### src/rtl/ushr_pkg.sv
package ushr_pkg;

    typedef enum logic [1:0] {
        MODE_HOLD  = 2'b00,
        MODE_SHR   = 2'b01,
        MODE_SHL   = 2'b10,
        MODE_LOAD  = 2'b11
    } ushr_mode_e;

endpackage

### src/rtl/ushr_bit_sel.sv
module ushr_bit_sel
    import ushr_pkg::*;
(
    input  logic [1:0] mode,
    input  logic       cur_v,
    input  logic       from_hi,
    input  logic       from_lo,
    input  logic       par_v,
    output logic       nxt_v
);

    always_comb begin
        case (ushr_mode_e'(mode))
            MODE_HOLD: nxt_v = cur_v;
            MODE_SHR:  nxt_v = from_hi;
            MODE_SHL:  nxt_v = from_lo;
            default:   nxt_v = par_v;
        endcase
    end

endmodule

### src/rtl/uni_shift_reg.sv
module uni_shift_reg
    import ushr_pkg::*;
#(
    parameter int WIDTH = 4
) (
    input  logic             clk,
    input  logic             clr,
    input  logic [1:0]       mode,
    input  logic             ser_in_r,
    input  logic             ser_in_l,
    input  logic [WIDTH-1:0] par_in,
    output logic [WIDTH-1:0] par_out,
    output logic             ser_out_r,
    output logic             ser_out_l
);

    localparam int MSB = WIDTH - 1;

    typedef struct packed {
        logic [WIDTH-1:0] word;
    } ushr_state_t;

    ushr_state_t      state_d;
    ushr_state_t      state_q;
    logic [WIDTH-1:0] sel_out;

    // minimum width check
    initial begin
        a_r9_min_width: assert (WIDTH >= 2)
            else $error("uni_shift_reg: WIDTH must be at least 2");
    end

    // Per-bit four-way selectors; the end bits take the serial inputs
    for (genvar i = 0; i < WIDTH; i++) begin : g_bit
        logic hi_src;
        logic lo_src;
        if (i == MSB) begin : g_top
            assign hi_src = ser_in_r;
        end else begin : g_mid_hi
            assign hi_src = state_q.word[i+1];
        end
        if (i == 0) begin : g_bot
            assign lo_src = ser_in_l;
        end else begin : g_mid_lo
            assign lo_src = state_q.word[i-1];
        end
        ushr_bit_sel u_sel (
            .mode    (mode),
            .cur_v   (state_q.word[i]),
            .from_hi (hi_src),
            .from_lo (lo_src),
            .par_v   (par_in[i]),
            .nxt_v   (sel_out[i])
        );
    end

    always_comb begin
        state_d = state_q;
        if (clr) begin
            state_d.word = '0;
        end else begin
            state_d.word = sel_out;
        end
    end

    always_ff @(posedge clk) begin
        state_q <= state_d;
    end

    assign par_out   = state_q.word;
    assign ser_out_r = state_q.word[0];
    assign ser_out_l = state_q.word[MSB];

    // Checks are armed once a clear has defined the register contents
    logic armed_q;
    always_ff @(posedge clk) begin
        armed_q <= armed_q | clr;
    end

    a_r1_hold_keeps: assert property (@(posedge clk) disable iff (armed_q !== 1'b1)
        (!clr && mode == 2'b00) |=> par_out == $past(par_out));

    a_r2_shift_right: assert property (@(posedge clk) disable iff (armed_q !== 1'b1)
        (!clr && mode == 2'b01) |=>
            (par_out[MSB] == $past(ser_in_r)) && (par_out[MSB-1:0] == $past(par_out[MSB:1])));

    a_r3_shift_left: assert property (@(posedge clk) disable iff (armed_q !== 1'b1)
        (!clr && mode == 2'b10) |=>
            (par_out[0] == $past(ser_in_l)) && (par_out[MSB:1] == $past(par_out[MSB-1:0])));

    a_r4_load: assert property (@(posedge clk) disable iff (armed_q !== 1'b1)
        (!clr && mode == 2'b11) |=> par_out == $past(par_in));

    a_r5_r6_clear_wins: assert property (@(posedge clk) disable iff (armed_q !== 1'b1)
        clr |=> par_out == '0);

endmodule

### config.mk
export PLATFORM = sky130hd
export DESIGN_NAME = uni_shift_reg
export DESIGN_NICKNAME = d
export VERILOG_FILES = /design/src/rtl/ushr_pkg.sv /design/src/rtl/ushr_bit_sel.sv /design/src/rtl/uni_shift_reg.sv
export SDC_FILE = /design/constraint.sdc
export NUM_CORES = 1
export LEC_CHECK = 0
export BUFFER_PORTS_ARGS = -buffer_cell sky130_fd_sc_hd__buf_2
export CAP_MARGIN = 20
export CORE_AREA = 2 2 39 41
export CTS_BUF_LIST = sky130_fd_sc_hd__clkbuf_16
export CTS_CLUSTER_DIAMETER = 100
export DETAILED_ROUTE_END_ITERATION = 12
export DIE_AREA = 0 0 41 43
export HOLD_SLACK_MARGIN = 0.08
export PLACE_DENSITY = 0.43
export SLEW_MARGIN = 20
export SYNTH_ARGS = -nofsm -noshare
export SYNTH_HDL_FRONTEND = slang
export SYNTH_SLANG_ARGS = --single-unit
### constraint.sdc
create_clock -name clk -period 1.21 [get_ports clk]
set_input_delay 0.0605 -clock clk [delete_from_list [all_inputs] [get_ports clk]]
set_output_delay 0.0605 -clock clk [all_outputs]
set_load 0.01 [all_outputs]
==> summary.json <==
{
  "outcome": {"value": "complete, no violations"},
  "main_combinational_cell_family_by_area_after_synthesis": {"value": "compound AO/OA/AOI/OAI gates"},
  "area_of_the_core": {"value": 1380, "unit": "um2"},
  "drcViolationCount": {"value": 0},
  "static-leakage-power": {"value": 0.220, "unit": "nW"},
  "cts.sinks": {"value": 4},
  "h-tree-depth": {"value": 1},
  "grt_first_pass_wirelength": {"value": 876, "unit": "um"},
  "netlist_area": {"value": 295, "unit": "um2"},
  "die-width": {"value": 41, "unit": "um"},
  "endpoints_failing_setup": {"value": 0},
  "worst-endpoint-arrival": {"value": 1.09, "unit": "ns"},
  "hold_violations": {"value": 0},
  "rsz0062_at_grt": {"value": "no"},
  "ioPinCount": {"value": 16},
  "drtAntennaViolNets": {"value": 0},
  "holdCritPathClass": {"value": "primary input to flip-flop"},
  "die_area": {"value": 1760, "unit": "um2"},
  "maxCapViolCount": {"value": 0},
  "finalCoreUtilization": {"value": 33.0, "unit": "%"},
  "root_buffer": {"value": "clkbuf_16"},
  "synth-simple-area-share": {"value": 11.4, "unit": "%"},
  "layout.nets": {"value": 63},
  "io_buffer_count": {"value": 15},
  "hold_startpoint": {"value": "par_in[3]"},
  "synthAdderAreaFrac": {"value": 12.7, "unit": "%"},
  "timing.final.max_slew_violations": {"value": 0},
  "pin_count_of_the_biggest_net_entering_global_routing": {"value": 9},
  "synth.yosys.seq_area_share": {"value": 27.1, "unit": "%"},
  "detailed_place_hpwl": {"value": 509, "unit": "um"},
  "grt-ovfl-total": {"value": 0},
  "routed_wirelength_normalized_by_instance_count": {"value": 9.34, "unit": "um"},
  "total_routing_usage_reported_by_global_routing": {"value": 8.02, "unit": "%"},
  "ir_worst_vdd": {"value": 608, "unit": "uV"},
  "netlist_instances": {"value": 31},
  "initial_utilization": {"value": 21.3, "unit": "%"},
  "antenna_found_initial": {"value": 0},
  "crit_path_cell_trace": {"value": "dlygate4sd3_1, buf_2, a2111oi_1"},
  "tritoncts": {"value": "built"},
  "worst_setup_slack_after_layout": {"value": 0.225, "unit": "ns"},
  "post_drt_via_cell_ratio": {"value": 4.19},
  "worstSetupStartpoint": {"value": "clr"},
  "dp_worst_setup_slack": {"value": 0.0580, "unit": "ns"},
  "core.rowCount": {"value": 14},
  "cp_slowest_cell": {"value": "dlygate4sd3_1"},
  "yosys_register_bits": {"value": 4},
  "relSlewSlack": {"value": 78.6, "unit": "%"},
  "grt_pass1_vias": {"value": 252},
  "drt_pre_antenna_iters": {"value": 3},
  "mostFrequentLayoutCells": {"value": "15 x buf_2, 6 x inv_1, 4 x a221oi_1, 4 x nor3_1, 4 x dfxtp_1"},
  "avgSynthCellArea": {"value": 9.53, "unit": "um2"},
  "p_per_area": {"value": 1730, "unit": "nW/um2"},
  "startpoint_type": {"value": "primary input"},
  "globalplace.congestion": {"value": 0.616},
  "clk-insertion-delay-late": {"value": 0.22, "unit": "ns"},
  "setup_tns": {"value": 0, "unit": "ns"},
  "numCtsBuffers": {"value": 3},
  "synth.distinct_cells": {"value": 10},
  "yosysWarnings": {"value": 0},
  "timing.fmax": {"value": 1.02, "unit": "GHz"},
  "synth-compound-area-share": {"value": 27.1, "unit": "%"},
  "syn_to_final_growth": {"value": 54.7, "unit": "%"},
  "synth-xor-area-share": {"value": 0, "unit": "%"},
  "drive_gt1_share": {"value": 47.9, "unit": "%"},
  "total_power": {"value": 788, "unit": "uW"},
  "skew": {"value": 0.00150, "unit": "ns"},
  "largest_reg_flops": {"value": 4},
  "final_common_cell": {"value": "buf_2"},
  "floorplan.die.height": {"value": 43, "unit": "um"},
  "syn-num-nets": {"value": 44},
  "tightestPinTransition": {"value": 0.322, "unit": "ns"},
  "worstSetupPathType": {"value": "primary input to flip-flop"},
  "clkTransAtPathRegs": {"value": 0.03, "unit": "ns"},
  "crit_fanout": {"value": 4},
  "critPathBufInv": {"value": 2},
  "worst_path_dominant_cell_family": {"value": "buffers and inverters"},
  "cts_buffer_depth": {"value": 2},
  "num_vias": {"value": 268},
  "final.min_clock_period": {"value": 0.985, "unit": "ns"},
  "reg_to_reg_start": {"value": "par_out[1]"},
  "synth.mux.area_fraction": {"value": 0, "unit": "%"},
  "quantity_of_gates_resized_following_cts": {"value": 0},
  "detail_route.iter0.violations": {"value": 5},
  "fin_crit_sh": {"value": 81.4, "unit": "%"},
  "insertedDiodeCount": {"value": 0},
  "wire_length_reported_by_the_detailed_router": {"value": 598, "unit": "um"},
  "regArea": {"value": 80.1, "unit": "um2"},
  "crit_path_end_kind": {"value": "flip-flop"},
  "filler_cell_count": {"value": 149},
  "slowest_delay": {"value": 0.53, "unit": "ns"},
  "worstPathRequired": {"value": 1.31, "unit": "ns"},
  "multi_input_area": {"value": 151, "unit": "um2"}
}
-- final timing paths --
check / slack, ns / endpoint / cells after the start
setup reg to reg: 0.31 / par_out[1] / 2
setup / recovery: 0.23 / par_out[1] / 3
hold reg to reg: 0.50 / par_out[3] / 2
hold / removal: 0.19 / par_out[3] / 3
-- metal layers --
layer	track usage, %	part of all wire [%]	routed length [um]
met1	7.99	43	260
met2	11.6	52	312
met3	3.14	4.2	25
met4	8.00	0	0
met5	0	0	0
-- report_power, final --
part           internal (mW)  leakage (nW)  total [mW]  switching, mW
sequential             0.147        0.0333       0.159         0.0127
clock                  0.421        0.0370       0.506         0.0846
combinational         0.0645         0.150       0.123         0.0582
-- area by class of cell --
class                   count  area share, %
repair buffers             19           23.6
multi-input cells          16           33.2
flip-flops and latches      4           17.5
inverters                   6           4.93
well taps                  16           4.38
clock buffers               3           16.4
-- stage by stage --
stage               instances  instance area (um2)  hold slack, ns
CTS                        64                  457           0.185
global route               64                  457           0.243
global placement           60                  372           0.304
detailed placement         60                  372           0.306
floorplan                  31                  295           0.140
finish                     64                  457           0.185
-- synthesized netlist by cell type --
library cell / number / area [um2]
a2111oi_2: 1 / 15.0
nand2b_4: 1 / 13.8
a221oi_1: 4 / 35.0
dfxtp_1: 4 / 80.1
buf_4: 4 / 30.0
a2111oi_1: 3 / 30.0
nor3_1: 4 / 20.0
inv_1: 6 / 22.5
buf_6: 1 / 11.3
ha_1: 3 / 37.5
-- what timing repair did --
action,CTS,global route
hold buffers,1,0
endpoints found under the hold margin,3,0
setup buffers,0,0
-- worst register-to-register path, stage by stage, from the launching register on --
cell and delay (ns):
dfxtp_1 0.36, inv_1 0.05, a2111oi_1 0.37
-- cell families after synthesis --
kind of cell / after synthesis
buffers and inverters: 11
AOI/OAI and AO/OA: 8
and+or+nand+nor: 5
DFF: 4
adders and majority gates: 3
(Power assumes the default switching activity.)
